**config.mk**
```make
export PLATFORM = sky130hd
export DESIGN_NAME = tw_irq_bank
export DESIGN_NICKNAME = d
export VERILOG_FILES = /design/src/rtl/tw_irq_pkg.sv /design/src/rtl/tw_irq_status.sv /design/src/rtl/tw_irq_mask.sv /design/src/rtl/tw_irq_line.sv /design/src/rtl/tw_irq_bank.sv
export SDC_FILE = /design/constraint.sdc
export NUM_CORES = 1
export LEC_CHECK = 0
export ABC_AREA = 0
export ABC_CLOCK_PERIOD_IN_PS = 2750
export CORE_MARGIN = 2
export CORE_UTILIZATION = 50
export CTS_CLUSTER_DIAMETER = 150
export CTS_CLUSTER_SIZE = 40
export DETAILED_ROUTE_END_ITERATION = 6
export DONT_BUFFER_PORTS = 1
export PLACE_DENSITY_LB_ADDON = 0.25
export SYNTH_ARGS = -nofsm -noshare
export SYNTH_HDL_FRONTEND = slang
export SYNTH_SLANG_ARGS = --single-unit
```
**constraint.sdc**
```tcl
create_clock -name clk -period 2.75 [get_ports clk]
set_input_delay 0.1375 -clock clk [delete_from_list [all_inputs] [get_ports clk]]
set_output_delay 0.1375 -clock clk [all_outputs]
set_load 0.02 [all_outputs]
```
**src/rtl/tw_irq_pkg.sv**
```systemverilog
package tw_irq_pkg;
   // register byte offsets
   localparam logic [7:0] OFS_STATUS = 8'h10;
   localparam logic [7:0] OFS_MASK   = 8'h20;
   localparam logic [7:0] OFS_ARM    = 8'h24;
   localparam logic [7:0] OFS_DISARM = 8'h28;

   // event bit positions, decoded by the controller core and by software
   localparam int EV_DONE     = 0;
   localparam int EV_THRESH   = 1;
   localparam int EV_NACK     = 2;
   localparam int EV_TIMEOUT  = 3;
   localparam int EV_TGT_RDY  = 4;
   localparam int EV_RX_OVF   = 5;
   localparam int EV_TX_OVF   = 6;
   localparam int EV_RX_UNF   = 7;
   localparam int EV_ARB_LOST = 9;

   localparam int EV_COUNT = 10;
   localparam logic [EV_COUNT-1:0] EV_IMPL = 10'h2FF;
endpackage

```
**src/rtl/tw_irq_status.sv**
```systemverilog
module tw_irq_status #(
   parameter int EVT_W = 10,
   parameter logic [EVT_W-1:0] IMPL = '1
) (
   input  logic             clk,
   input  logic             rst_n,
   input  logic             clr_en,
   input  logic [EVT_W-1:0] clr_bits,
   input  logic [EVT_W-1:0] evt,
   output logic [EVT_W-1:0] status
);
   for (genvar i = 0; i < EVT_W; i++) begin : g_bit
      if (IMPL[i]) begin : g_flop
         always_ff @(posedge clk or negedge rst_n) begin
            if (!rst_n)
               status[i] <= 1'b0;
            else if (evt[i])
               status[i] <= 1'b1;          // a new event beats a clear
            else if (clr_en && clr_bits[i])
               status[i] <= 1'b0;
         end
      end else begin : g_none
         logic unused_in;
         assign unused_in = evt[i] | clr_bits[i];
         assign status[i] = 1'b0;
      end
   end
endmodule

```
**src/rtl/tw_irq_mask.sv**
```systemverilog
module tw_irq_mask #(
   parameter int EVT_W = 10,
   parameter logic [EVT_W-1:0] IMPL = '1
) (
   input  logic             clk,
   input  logic             rst_n,
   input  logic             arm_en,
   input  logic             disarm_en,
   input  logic [EVT_W-1:0] bits,
   output logic [EVT_W-1:0] mask
);
   for (genvar i = 0; i < EVT_W; i++) begin : g_bit
      if (IMPL[i]) begin : g_flop
         always_ff @(posedge clk or negedge rst_n) begin
            if (!rst_n)
               mask[i] <= 1'b0;
            else if (arm_en && bits[i])
               mask[i] <= 1'b1;
            else if (disarm_en && bits[i])
               mask[i] <= 1'b0;
         end
      end else begin : g_none
         logic unused_in;
         assign unused_in = bits[i];
         assign mask[i] = 1'b0;
      end
   end
endmodule

```
**src/rtl/tw_irq_line.sv**
```systemverilog
module tw_irq_line #(
   parameter int EVT_W = 10,
   parameter bit REG_OUT = 1'b1
) (
   input  logic             clk,
   input  logic             rst_n,
   input  logic [EVT_W-1:0] status,
   input  logic [EVT_W-1:0] mask,
   output logic             irq
);
   logic pending;
   assign pending = |(status & mask);

   if (REG_OUT) begin : g_reg
      always_ff @(posedge clk or negedge rst_n) begin
         if (!rst_n) irq <= 1'b0;
         else        irq <= pending;
      end
   end else begin : g_comb
      logic unused_clk;
      assign unused_clk = clk & rst_n;
      assign irq = pending;
   end
endmodule

```
**src/rtl/tw_irq_bank.sv**
```systemverilog
module tw_irq_bank #(
   parameter int ADDR_W = 8,
   parameter int DATA_W = 32,
   parameter int EVT_W  = tw_irq_pkg::EV_COUNT,
   parameter logic [EVT_W-1:0] IMPL = tw_irq_pkg::EV_IMPL,
   parameter bit REG_OUT = 1'b1
) (
   input  logic              clk,
   input  logic              rst_n,
   input  logic [ADDR_W-1:0] bus_addr,
   input  logic              wr_en,
   input  logic [DATA_W-1:0] wr_data,
   output logic [DATA_W-1:0] rd_data,
   input  logic [EVT_W-1:0]  evt_pulse,
   output logic              irq
);
   import tw_irq_pkg::*;

   localparam logic [ADDR_W-1:0] A_STATUS = ADDR_W'(OFS_STATUS);
   localparam logic [ADDR_W-1:0] A_MASK   = ADDR_W'(OFS_MASK);
   localparam logic [ADDR_W-1:0] A_ARM    = ADDR_W'(OFS_ARM);
   localparam logic [ADDR_W-1:0] A_DISARM = ADDR_W'(OFS_DISARM);

   if (EVT_W > DATA_W) begin : g_bad_width
      $error("tw_irq_bank: EVT_W must not exceed DATA_W");
   end
   if (ADDR_W < 6) begin : g_bad_addr
      $error("tw_irq_bank: ADDR_W too small for the register offsets");
   end

   logic [EVT_W-1:0] wbits;
   logic             hit_status, hit_arm, hit_disarm;
   logic [EVT_W-1:0] status_q, mask_q;

   assign wbits      = wr_data[EVT_W-1:0];
   assign hit_status = wr_en && (bus_addr == A_STATUS);
   assign hit_arm    = wr_en && (bus_addr == A_ARM);
   assign hit_disarm = wr_en && (bus_addr == A_DISARM);

   if (DATA_W > EVT_W) begin : g_wide
      logic unused_hi;
      assign unused_hi = ^wr_data[DATA_W-1:EVT_W];
   end

   tw_irq_status #(.EVT_W(EVT_W), .IMPL(IMPL)) u_status (
      .clk      (clk),
      .rst_n    (rst_n),
      .clr_en   (hit_status),
      .clr_bits (wbits),
      .evt      (evt_pulse),
      .status   (status_q)
   );

   tw_irq_mask #(.EVT_W(EVT_W), .IMPL(IMPL)) u_mask (
      .clk       (clk),
      .rst_n     (rst_n),
      .arm_en    (hit_arm),
      .disarm_en (hit_disarm),
      .bits      (wbits),
      .mask      (mask_q)
   );

   tw_irq_line #(.EVT_W(EVT_W), .REG_OUT(REG_OUT)) u_line (
      .clk    (clk),
      .rst_n  (rst_n),
      .status (status_q),
      .mask   (mask_q),
      .irq    (irq)
   );

   always_comb begin
      rd_data = '0;
      if (bus_addr == A_STATUS)    rd_data = DATA_W'(status_q);
      else if (bus_addr == A_MASK) rd_data = DATA_W'(mask_q);
   end
endmodule

```
==> impl_metrics.py, run 1 <==
metrics = {
    "outcome": {
        "status": "completed",
    },
    "clocking": {
        "clock-sinks": 19,
        "clockRootBuffer": "clkbuf_4",
        "cts-buffers-inserted": 3,
        "clk_latency_ps": 300,
        "cts-htree-levels": 1,
        "cts.path.max_buffers": 2,
        "clk_pin_slew_ps": 120,
        "cts_tree": "done",
    },
    "die": {
        "io_pins": 86,
        "core_area_um2": 2710,
        "fp-row-count": 19,
        "dieHeight_um": 56.90,
        "initial_core_util_pct": 51.62,
        "die_area_um2": 3237,
        "die_width_um": 56.90,
    },
    "sta": {
        "fin_hold_ws_ps": 47.21,
        "tns_ps": 0,
        "layout_min_cycle_time_ps": 1635,
        "fin_ws_ps": 1115,
        "fin_crit_sh_pct": 59.46,
        "worstMarginPinSlew_ps": 914.7,
        "setup_viol": 0,
        "clock_skew_ps": 7.898,
        "slew_violations": 0,
        "final_hold_viol_count": 0,
        "clock.fmax_ghz": 0.6116,
        "rsz0062_at_grt": "false",
        "max_slew_margin_pct": 38.51,
    },
    "critical_path": {
        "start_kind": "primary input",
        "crit_chain": "or2_1, or3_1, nor2_1",
        "critPathTopFamily": "simple AND/OR/NAND/NOR gates",
        "worstPathMaxFanout": 10,
        "worst-setup-path-type": "in2out",
        "critPathMaxStageDelay_ps": 550,
        "worstPathArrival_ps": 1500,
        "crit_path_top_delay_cell": "or3_1",
        "cp_data_required_time_ps": 2610,
        "endpoint_kind": "output port",
        "cp_num_buf_inv": 0,
    },
    "power_and_ir_drop": {
        "p_switching_mw": 0.1516,
        "p_comb_share_pct": 16.4,
        "p_clk_share_pct": 28.5,
        "powerDensity_nw_per_um2": 350.8,
        "vdd_drop_max_v": 0.0002472,
        "power_mw": 0.5100,
        "power.share.sequential_pct": 55.1,
        "p_int_mw": 0.3583,
        "leakage_nw": 0.4993,
        "switching_share_pct": 29.73,
    },
    "global_routing": {
        "grt_usage_pct": 20.34,
        "first_global_vias": 1088,
        "antenna_found_initial": 0,
        "grt_max_degree": 21,
        "grt_overflow": 0,
        "grt_pass1_wl_um": 5092,
    },
    "detailed_routing": {
        "wl_met2_um": 1516,
        "via_count": 1115,
        "wl_per_cell_um": 16.43,
        "drt-vias-per-instance": 6.093,
        "topRoutingLayerUsed": "met4",
        "drt_iter0_drc": 41,
        "drc_errors": 0,
        "drt_wl_total_um": 3006,
        "wl_met3_um": 217,
        "firstDrtPassIters": 4,
        "wl_met1_um": 1234,
        "final_antenna_net_count": 0,
    },
    "final_layout": {
        "antenna_cells": 0,
        "seqCellArea_um2": 475.5,
        "fillers": 259,
        "fin_cells": 183,
        "layout_commonest_cell": "conb_1",
        "nets": 206,
        "post-route-util_pct": 53.65,
        "synthToLayoutAreaGrowth_pct": 3.935,
        "multi_input_area_um2": 787.0,
        "layout-drive-gt1-share_pct": 11.84,
        "layout_common_cells": "conb_1, dfrtp_1, dlygate4sd3_1",
        "final_cell_area_um2": 1454,
    },
    "yosys": {
        "synth-edff-count": 0,
        "synth.distinct_cells": 24,
        "synth_area_um2": 1399,
        "synth-seq-cells": 19,
        "yosys-top-cells-area": "dfrtp_1, buf_4, o41ai_2",
        "syn_inst": 145,
        "synth_warnings": 0,
        "ys_seq_area_share_pct": 33.99,
        "synth_top_cell_area_share_pct": 33.99,
        "synth_flop_cell": "dfrtp_1",
        "avgSynthCellArea_um2": 9.647,
        "synth_area_leader_cell": "dfrtp_1",
        "synthArstFlopShare_pct": 100.0,
    },
    "place": {
        "placedCellCount": 168,
        "place_area_um2": 1316,
        "dpl.hpwl_um": 2083,
        "pre_cts_slack_ps": 1112,
        "gp_congestion": 0.7695,
        "io_buffer_count": 0,
    },
    "job": {
        "drv_cap": 0,
    },
    "min_path": {
        "worstHoldPathType": "in2reg",
    },
}
-- sequential cells by signal (all words and copies together), names as in the netlist --
register and cells:
u_line.irq 1, u_mask.mask 9, u_status.status 9
-- layer usage --
metal	global-route usage [%]	vias to the layer above
met5	0	-
met2	33.33	51
met1	26.13	539
li1	-	520
met4	7.641	0
met3	4.378	5
-- path summary, 6_finish.rpt --
check                                   start                 end  slack [ps]  depth (start not counted)
max                               bus_addr[1]          rd_data[5]        1110                          3
min                               bus_addr[2]      u_mask.mask[9]          50                          2
max reg2reg                    u_mask.mask[3]          u_line.irq        1580                          3
min reg2reg                u_status.status[9]  u_status.status[9]         520                          1
max in group asynchronous               rst_n      u_mask.mask[7]        1830                          1
min in group asynchronous               rst_n  u_status.status[3]         380                          1
-- power groups by stage --
stage | combinational, mW | clock (mW) | sequential (mW)
2_1_floorplan | 0.0908 | 0 | 0.286
3_3_place_gp | 0.0628 | 0 | 0.286
3_5_place_dp | 0.0631 | 0 | 0.286
4_1_cts | 0.0832 | 0.151 | 0.281
5_1_grt | 0.0915 | 0.158 | 0.281
6_report | 0.0836 | 0.145 | 0.281
-- cell families after synthesis --
group                  after synthesis  synth area share (%)
AOI/OAI and AO/OA                   49                 31.48
buffers and inverters               32                 15.65
DFF                                 19                 33.99
other                                1                0.2681
and+or+nand+nor                     44                 18.61
-- area by class of cell --
cell class / count / area share (%)
Clock inverter: 1 / 0.3442
Tap cell: 31 / 2.668
Clock buffer: 3 / 1.549
Sequential cell: 19 / 32.70
Timing Repair Buffer: 13 / 8.606
Multi-Input combinational cell: 116 / 54.13
-- synth_stat cells (2+ instances only) --
library cell	number
buf_4	23
dfrtp_1	19
a22oi_1	10
nand3_1	10
nor2_1	10
a21o_1	9
a21oi_1	9
a41oi_1	9
and2_1	9
nand2_1	9
o41ai_2	9
buf_2	4
clkbuf_1	3
nor4b_4	2
-- what timing repair did --
item,4_1_cts,5_1_grt
endpoints found under the hold margin,37,0
buffers inserted,0,0
gates resized for setup,0,0
hold buffers,11,0
Note: power is estimated with default switching activity, not from simulation.
==> run 2: changes to the inputs <==
ABC_CLOCK_PERIOD_IN_PS = 1400   (was 2750)
clock period = 1.4 ns   (was 2.75 ns; I/O delays follow)
==> impl_metrics.py, run 2 (synthesized netlist as in run 1, its figures left out) <==
metrics = {
    "detailed_routing": {
        "final_antenna_net_count": 0,
        "via_count": 1177,
        "firstDrtPassIters": 4,
        "drt_iter0_drc": 35,
        "drt_wl_total_um": 3225,
        "drc_errors": 0,
        "drt-vias-per-instance": 5.944,
        "wl_per_cell_um": 16.29,
    },
    "die": {
        "fp-row-count": 19,
        "io_pins": 86,
        "core_area_um2": 2710,
        "dieHeight_um": 56.90,
        "die_width_um": 56.90,
        "die_area_um2": 3237,
        "initial_core_util_pct": 51.62,
    },
    "final_layout": {
        "layout_commonest_cell": "conb_1",
        "synthToLayoutAreaGrowth_pct": 12.34,
        "antenna_cells": 0,
        "nets": 221,
        "post-route-util_pct": 57.99,
        "largestRegisters": "u_mask.mask: 9 flops, u_status.status: 9 flops, u_line.irq: 1 flops",
        "layout_common_cells": "conb_1, dfrtp_1, buf_4",
        "layout-drive-gt1-share_pct": 18.56,
    },
    "clocking": {
        "clock-sinks": 19,
        "cts-htree-levels": 1,
        "clockRootBuffer": "clkbuf_4",
        "cts-buffers-inserted": 3,
        "clk_latency_ps": 290,
        "cts_tree": "done",
        "clk_pin_slew_ps": 110,
        "cts.path.max_buffers": 2,
        "cts_setup_buffers": 0,
        "ctsResizeCount": 0,
    },
    "global_routing": {
        "grt_usage_pct": 21.38,
        "first_global_vias": 1162,
        "antenna_found_initial": 0,
        "grt_pass1_wl_um": 5506,
        "grt_max_degree": 20,
        "grt_overflow": 0,
    },
    "critical_path": {
        "start_kind": "primary input",
        "worstPathArrival_ps": 1400,
        "critPathMaxStageDelay_ps": 800,
        "cp_data_required_time_ps": 1570,
        "worstPathMaxFanout": 15,
        "crit_path_top_delay_cell": "dlygate4sd3_1",
        "crit_chain": "dlygate4sd3_1, o41ai_2, a21oi_1",
        "worst-setup-path-type": "in2reg",
        "endpoint_kind": "register",
    },
    "sta": {
        "rsz0062_at_grt": "false",
        "final_hold_viol_count": 0,
        "tns_ps": 0,
        "clock_skew_ps": 2.167,
        "layout_min_cycle_time_ps": 1229,
        "slew_violations": 0,
        "max_slew_margin_pct": 39.48,
        "setup_viol": 0,
        "worstMarginPinSlew_ps": 904.8,
        "fin_crit_sh_pct": 87.80,
        "clock.fmax_ghz": 0.8136,
    },
    "job": {
        "drv_cap": 0,
    },
    "power_and_ir_drop": {
        "vdd_drop_max_v": 0.0006239,
        "leakage_nw": 0.5759,
        "powerDensity_nw_per_um2": 648.7,
    },
    "place": {
        "io_buffer_count": 0,
        "gp_congestion": 0.7806,
        "dpl.hpwl_um": 2140,
    },
    "outcome": {
        "status": "completed",
    },
    "min_path": {
        "worstHoldPathType": "in2reg",
    },
}
-- run 2: what timing repair did --
action / in CTS / in global routing
endpoints found under the setup margin: 0 / 0
hold buffers: 13 / 0
hold endpoints to repair: 37 / 0
-- run 2: path summary, 6_finish.rpt --
kind | to | slack [ps] | startpoint | depth (start not counted)
max | u_mask.mask[2] | 170 | bus_addr[2] | 3
min reg2reg | u_status.status[0] | 520 | u_status.status[0] | 1
min | u_mask.mask[1] | 8 | bus_addr[2] | 2
min in group asynchronous | u_status.status[1] | 340 | rst_n | 1
max reg2reg | u_line.irq | 250 | u_mask.mask[3] | 3
max in group asynchronous | u_status.status[3] | 510 | rst_n | 1
-- run 2: stage by stage --
step	worst slack (ps)	hold slack (ps)	power (mW)	cell area, µm²	std cells
global route	55.42	19.97	1.063	1572	198
floorplan	63.18	-225.6	0.7408	1481	167
detailed placement	104.6	-225.2	0.6943	1414	181
finish	170.8	7.801	1.020	1572	198
global placement	118.2	-225.2	0.6933	1414	181
CTS	162.3	2.780	1.029	1572	198
-- run 2: area by class of cell --
class | instances | area, µm²
clock inverters | 1 | 5.005
fillers | 245 | 1139
repair buffers | 28 | 242.7
well taps | 31 | 38.79
multi-input cells | 116 | 787.0
flip-flops and latches | 19 | 475.5
clock buffers | 3 | 22.52
-- run 2: report_power, final --
group	internal, mW	leakage [nW]	total [mW]	switching, mW
sequential	0.550	0.218	0.552	0.00191
clock	0.106	0.0177	0.282	0.175
combinational	0.0576	0.340	0.186	0.128
-- run 2: worst max-delay path, delay by kind of cell --
kind                   cells  cell delay (ps)
buffers and inverters      1              800
AO/OA/AOI/OAI              2              530
-- run 2: layer usage --
| metal | global-route usage [%] | share of wire [%] | vias to the layer above |
|---|---|---|---|
| met2 | 38.26 | 52 | 57 |
| met4 | 3.654 | 0 | 0 |
| met3 | 4.378 | 7.4 | 0 |
| met1 | 26.68 | 41 | 572 |
| met5 | 0 | 0 | - |
| li1 | - | - | 548 |
